<file path="src/rtl/macPkg.sv">
package macPkg;

  // Strobes from the control path to the datapath
  typedef struct packed {
    logic enIn;     // operand capture stage enable
    logic enPre;    // pre-adder output stage enable
    logic enMul;    // product stage enable
    logic enAcc;    // accumulator enable
    logic selSum;   // aligned with captured operands: use a+d
    logic loadAcc;  // aligned with product: reload accumulator
  } macStrobe_t;

endpackage

</file>
<file path="src/rtl/macStage.sv">
module macStage #(
  parameter int W  = 8,
  parameter bit EN = 1'b1
) (
  input  logic         clk,
  input  logic         rstN,
  input  logic         ce,
  input  logic [W-1:0] d,
  output logic [W-1:0] q
);

  generate
    if (EN) begin : g_reg
      always_ff @(posedge clk or negedge rstN) begin
        if (!rstN)   q <= '0;
        else if (ce) q <= d;
      end
    end else begin : g_wire
      logic unusedStage;
      assign unusedStage = clk ^ rstN ^ ce;
      assign q = d;
    end
  endgenerate

endmodule

</file>
<file path="src/rtl/macCtrl.sv">
module macCtrl
  import macPkg::*;
#(
  parameter bit IN_REG  = 1'b1,
  parameter bit PRE_REG = 1'b1,
  parameter bit MUL_REG = 1'b1
) (
  input  logic       clk,
  input  logic       rstN,
  input  logic       ceIn,
  input  logic       cePre,
  input  logic       ceMul,
  input  logic       ceAcc,
  input  logic       preAddEn,
  input  logic       accLoad,
  output macStrobe_t strobe
);

  logic [1:0] inCtl;   // {preAdd, load} at the operand stage
  logic       preLoad;
  logic       mulLoad;

  macStage #(.W(2), .EN(IN_REG)) u_inCtl (
    .clk(clk), .rstN(rstN), .ce(ceIn), .d({preAddEn, accLoad}), .q(inCtl)
  );
  macStage #(.W(1), .EN(PRE_REG)) u_preCtl (
    .clk(clk), .rstN(rstN), .ce(cePre), .d(inCtl[0]), .q(preLoad)
  );
  macStage #(.W(1), .EN(MUL_REG)) u_mulCtl (
    .clk(clk), .rstN(rstN), .ce(ceMul), .d(preLoad), .q(mulLoad)
  );

  always_comb begin
    strobe.enIn    = ceIn;
    strobe.enPre   = cePre;
    strobe.enMul   = ceMul;
    strobe.enAcc   = ceAcc;
    strobe.selSum  = inCtl[1];
    strobe.loadAcc = mulLoad;
  end

endmodule

</file>
<file path="src/rtl/macDatapath.sv">
module macDatapath
  import macPkg::*;
#(
  parameter int A_W     = 26,
  parameter int B_W     = 18,
  parameter int ACC_W   = 48,
  parameter bit IN_REG  = 1'b1,
  parameter bit PRE_REG = 1'b1,
  parameter bit MUL_REG = 1'b1
) (
  input  logic                    clk,
  input  logic                    rstN,
  input  macStrobe_t              strobe,
  input  logic signed [A_W-1:0]   aIn,
  input  logic signed [A_W-1:0]   dIn,
  input  logic signed [B_W-1:0]   bIn,
  input  logic signed [ACC_W-1:0] casIn,
  output logic signed [ACC_W-1:0] accOut
);

  localparam int SUM_W  = A_W + 1;
  localparam int PROD_W = SUM_W + B_W;
  localparam int IN_W   = 2 * A_W + B_W;
  localparam int PRE_W  = SUM_W + B_W;

  // Operand capture
  logic [IN_W-1:0]        inBus;
  logic signed [A_W-1:0]  aQ, dQ;
  logic signed [B_W-1:0]  bQ;

  macStage #(.W(IN_W), .EN(IN_REG)) u_inStage (
    .clk(clk), .rstN(rstN), .ce(strobe.enIn), .d({aIn, dIn, bIn}), .q(inBus)
  );
  assign aQ = inBus[IN_W-1 -: A_W];
  assign dQ = inBus[B_W +: A_W];
  assign bQ = inBus[B_W-1:0];

  // Pre-adder, one bit wider than its operands
  logic signed [SUM_W-1:0] preSum;
  always_comb begin
    if (strobe.selSum) preSum = SUM_W'(aQ) + SUM_W'(dQ);
    else               preSum = SUM_W'(aQ);
  end

  logic [PRE_W-1:0]        preBus;
  logic signed [SUM_W-1:0] sumQ;
  logic signed [B_W-1:0]   coefQ;

  macStage #(.W(PRE_W), .EN(PRE_REG)) u_preStage (
    .clk(clk), .rstN(rstN), .ce(strobe.enPre), .d({preSum, bQ}), .q(preBus)
  );
  assign sumQ  = preBus[PRE_W-1 -: SUM_W];
  assign coefQ = preBus[B_W-1:0];

  // Signed multiplier
  logic signed [PROD_W-1:0] product;
  assign product = sumQ * coefQ;

  logic signed [PROD_W-1:0] prodQ;
  macStage #(.W(PROD_W), .EN(MUL_REG)) u_mulStage (
    .clk(clk), .rstN(rstN), .ce(strobe.enMul), .d(product), .q(prodQ)
  );

  // Accumulator, always registered
  logic signed [ACC_W-1:0] accQ;
  always_ff @(posedge clk or negedge rstN) begin
    if (!rstN)             accQ <= '0;
    else if (strobe.enAcc) accQ <= (strobe.loadAcc ? casIn : accQ) + ACC_W'(prodQ);
  end

  assign accOut = accQ;

endmodule

</file>
<file path="src/rtl/macPreAddSlice.sv">
module macPreAddSlice
  import macPkg::*;
#(
  parameter int A_W     = 26,
  parameter int B_W     = 18,
  parameter int ACC_W   = 48,
  parameter bit IN_REG  = 1'b1,
  parameter bit PRE_REG = 1'b1,
  parameter bit MUL_REG = 1'b1
) (
  input  logic                    clk,
  input  logic                    rstN,
  input  logic                    ceIn,
  input  logic                    cePre,
  input  logic                    ceMul,
  input  logic                    ceAcc,
  input  logic                    preAddEn,
  input  logic                    accLoad,
  input  logic signed [A_W-1:0]   aIn,
  input  logic signed [A_W-1:0]   dIn,
  input  logic signed [B_W-1:0]   bIn,
  input  logic signed [ACC_W-1:0] casIn,
  output logic signed [ACC_W-1:0] accOut,
  output logic signed [ACC_W-1:0] casOut
);

  macStrobe_t strobe;

  macCtrl #(.IN_REG(IN_REG), .PRE_REG(PRE_REG), .MUL_REG(MUL_REG)) u_ctrl (
    .clk(clk), .rstN(rstN), .ceIn(ceIn), .cePre(cePre), .ceMul(ceMul),
    .ceAcc(ceAcc), .preAddEn(preAddEn), .accLoad(accLoad), .strobe(strobe)
  );

  macDatapath #(
    .A_W(A_W), .B_W(B_W), .ACC_W(ACC_W),
    .IN_REG(IN_REG), .PRE_REG(PRE_REG), .MUL_REG(MUL_REG)
  ) u_dp (
    .clk(clk), .rstN(rstN), .strobe(strobe), .aIn(aIn), .dIn(dIn),
    .bIn(bIn), .casIn(casIn), .accOut(accOut)
  );

  // cascade output mirrors the accumulator
  assign casOut = accOut;

endmodule

</file>
<file path="config.mk">
export PLATFORM = sky130hd
export DESIGN_NAME = macPreAddSlice
export DESIGN_NICKNAME = d
export VERILOG_FILES = /design/src/rtl/macPkg.sv /design/src/rtl/macStage.sv /design/src/rtl/macCtrl.sv /design/src/rtl/macDatapath.sv /design/src/rtl/macPreAddSlice.sv
export SDC_FILE = /design/constraint.sdc
export NUM_CORES = 2
export LEC_CHECK = 0
export BUFFER_PORTS_ARGS = -buffer_cell sky130_fd_sc_hd__buf_2
export CORE_MARGIN = 2
export CORE_UTILIZATION = 25
export CTS_CLUSTER_DIAMETER = 80
export DETAILED_ROUTE_END_ITERATION = 8
export PLACE_DENSITY_LB_ADDON = 0.3
export SYNTH_ARGS = -nofsm -noshare
export SYNTH_HDL_FRONTEND = slang
export SYNTH_HIERARCHICAL = 1
export SYNTH_SLANG_ARGS = --single-unit
</file>
<file path="constraint.sdc">
create_clock -name clk -period 10.4 [get_ports clk]
set_input_delay 2.6 -clock clk [delete_from_list [all_inputs] [get_ports clk]]
set_output_delay 2.6 -clock clk [all_outputs]
set_load 0.1 [all_outputs]
</file>
==> key figures <==
Die
  – FP Rows: 128
  – Initial core utilization: roughly 25%
  – Die Span X: ~360 microns
  – Die height: about 360 microns
  – Total die area: between 100000 and 150000 sq um
  – Core area: 122000 sq um
  – I/O pins: about 220

Timing
  – Fmax: between 0.1 and 0.15 GHz
  – Worst slew margin: between 20% and 30%
  – Worst Tran Pin Value: 1190 ps
  – Final hold slack: around 510 ps
  – Post-Route Setup TNS: 0 ps
  – RSZ-0062 raised after global routing: no
  – Count of final max-slew check failures: 0
  – Final Hold Fails: 0
  – Final setup vio count: 0
  – Clock Skews: between 20 and 30 ps
  – Crit share post-route: about three quarters
  – Minimum clock period: a little under 8000 ps

Placement
  – Gpl congestion: between 0.8 and 0.9
  – Post-DP HPWL: between 60000 and 70000 microns
  – Placed Cells: 4799
  – PortBufs: ~220

Finish
  – Reg area: 5310 sq um
  – Area of the multi-input gates: ~22000 sq um
  – Final core occ: between 20 and 30%
  – Non-Filler Instances: 4851
  – Ant diodes: 0
  – Most frequent cells in the layout: inv_1, fa_1, nand2_1
  – Fillers: about 13000
  – Commonest non-fill, non-tap cell in the layout: inv_1
  – Nets@finish: between 3000 and 4000
  – Fraction of layout cells with a size suffix above 1: about 18%
  – P&R area growth vs syn: 10.1%

Logic synthesis
  – Synth Warn #: 6
  – Syn Nets: 3911
  – Syn_area_per_cell: slightly below 10 sq um
  – Cell Area, Synth: about 31000 sq um
  – Mapped Cells: between 3000 and 4000
  – Post-synthesis register bit count: 212
  – Number of synthesized flops with an enable pin: 0
  – Seq/Total Area, Yosys: 17.2%
  – FFs w/ async S/R, synth: between 90% and 100%
  – Main synth FF type: dfrtp_1
  – Netlist cell types: 71

Routing
  – Routed Antenna Nets: 0
  – WL final: 82400 microns
  – Drt pass-1 iters: 5
  – DR vias: 20900
  – Drt via density: between 4 and 5
  – Residual DRC: 0
  – DR WL/cell: about 17 microns
  – Initial DRC count: approximately 1200

Worst hold path
  – Hold Crit Start: u_ctrl/u_inCtl/q[1]$_DFFE_PN0P_
  – Path type of the worst min-delay path: reg2reg

Setup path
  – Critical Path RT: 10890 ps
  – Startpoint Class: flop
  – Setup crit end kind: flop
  – Critical-path maximum fanout: 28
  – R2r startpoint: u_dp/u_preStage/q[10]$_DFFE_PN0P_
  – Worst EP arrival: just over 8000 ps
  – Crit path from: u_dp/u_preStage/q[10]$_DFFE_PN0P_
  – Critical path class: reg2reg

Global route
  – All-layer global routing usage: a little over an eighth
  – Remaining Overflow, GRT: 0
  – First-pass GRT wire length: 131000 microns
  – Vias in the first global route: 22200
  – Initial antenna violation count: 0
  – Largest net degree at the start of global routing: 130

Clock tree
  – Clock Pin Slew Worst Setup and Hold Paths: 60 ps
  – CTS root buf: clkbuf_16
  – CTS Sinks: 212
  – TritonCTS clock tree: built
  – Worst skew pair latency: 640 ps
  – Htree depth: 1
  – Num CTS Buffers: 29
  – # Post-CTS Setup Buffers: 0
  – Cts repair resizes: 0
  – CTS Buffer Depth: 3
  – CTS Hold Bufs: 0

Job
  – Max-Cap Viols: 0

Run status
  – Status: completed
-- flip-flops by register name (all words and copies together), names as in the netlist --
signal,cells
u_ctrl/u_preCtl/q,1
u_dp/u_mulStage/q,45
u_ctrl/u_mulCtl/q,1
u_dp/u_inStage/q,70
u_ctrl/u_inCtl/q,2
u_dp/accOut,48
u_dp/u_preStage/q,45
-- layer usage --
metal / vias up / part of all wire (%) / global-route usage (%)
li1: 9966 / - / -
met1: 10400 / 47 / 18.7
met2: 469 / 45 / 20.8
met3: 61 / 6.0 / 2.57
met4: 0 / 1.8 / 2.78
met5: - / 0 / 0
-- per-stage QoR --
step / setup WS (ps) / instance area (sq um)
6_report: 2680 / 34000
5_1_grt: 2140 / 34000
4_1_cts: 2620 / 34000
3_5_place_dp: 2650 / 33000
3_3_place_gp: 2720 / 33000
2_1_floorplan: 3610 / 30900
-- final timing paths --
kind                                                     end  slack, ps  cells after the start
max                        u_dp/u_mulStage/q[44]$_DFFE_PN0P_       2680                     23
min                          u_ctrl/u_inCtl/q[1]$_DFFE_PN0P_        510                      1
max reg2reg                u_dp/u_mulStage/q[44]$_DFFE_PN0P_       2680                     23
min reg2reg                  u_ctrl/u_inCtl/q[1]$_DFFE_PN0P_        510                      1
max in group asynchronous   u_dp/u_inStage/q[68]$_DFFE_PN0P_       7070                      2
min in group asynchronous        u_dp/accOut[46]$_DFFE_PN0P_       1970                      1
-- cells in the mapped netlist (all sizes together) (12+ instances only) --
master | count | share of area (%)
nor3 | 24 | 0.39
ha | 184 | 7.5
xnor2 | 73 | 2.1
and2 | 194 | 3.9
mux2 | 257 | 11
nand2b | 17 | 0.34
buf | 72 | 2.4
clkbuf | 124 | 1.5
a21o | 44 | 1.1
a211oi | 14 | 0.36
o21ai | 64 | 1.0
o211ai | 13 | 0.33
o31ai | 12 | 0.29
xor2 | 25 | 0.71
and3 | 14 | 0.28
o21bai | 22 | 0.55
nand2 | 343 | 4.2
nor2b | 13 | 0.26
nand3 | 26 | 0.42
nand4 | 16 | 0.32
inv | 576 | 7.0
a31oi | 13 | 0.26
a21oi | 114 | 1.8
nor2 | 80 | 0.97
fa | 475 | 31
dfrtp | 212 | 17
-- worst max-delay path, stage by stage (launching register included) --
cell and delay (ps):
dfrtp_1 1050, nand2_1 170, fa_1 560, inv_1 50, fa_1 490, inv_1 50
fa_1 540, inv_1 60, fa_1 480, fa_1 490, inv_1 50, fa_1 470
inv_1 40, ha_1 330, nand3_1 110, nor2_1 160, o21ai_0 110, o21ai_1 380
a41oi_1 370, o311a_1 500, o41ai_2 530, mux2i_1 230, nand4_1 90, mux2_2 260
-- cell type report --
class                           instances  share of cell area, %
Multi-Input combinational cell       2142                   65.4
Sequential cell                       212                   15.6
Inverter                              576                   6.36
Tap cell                             1625                   5.98
Timing Repair Buffer                  244                   3.84
Clock buffer                           40                   2.37
Clock inverter                         12                  0.482
-- cell families (layout without fill, tap and decap cells) --
family | count (synthesis) | after routing | synth area share [%]
AOI/OAI and AO/OA | 356 | 356 | 7.48
xor gates and xnor gates | 98 | 98 | 2.78
adders and majority gates | 659 | 659 | 38.2
buffers and inverters | 772 | 872 | 10.9
DFF | 212 | 212 | 17.2
muxes | 262 | 262 | 11.4
and+or+nand+nor | 767 | 767 | 12.1
Power is not shown: default switching activity piles up to over one toggle a cycle in this logic, so the estimate is an artifact.
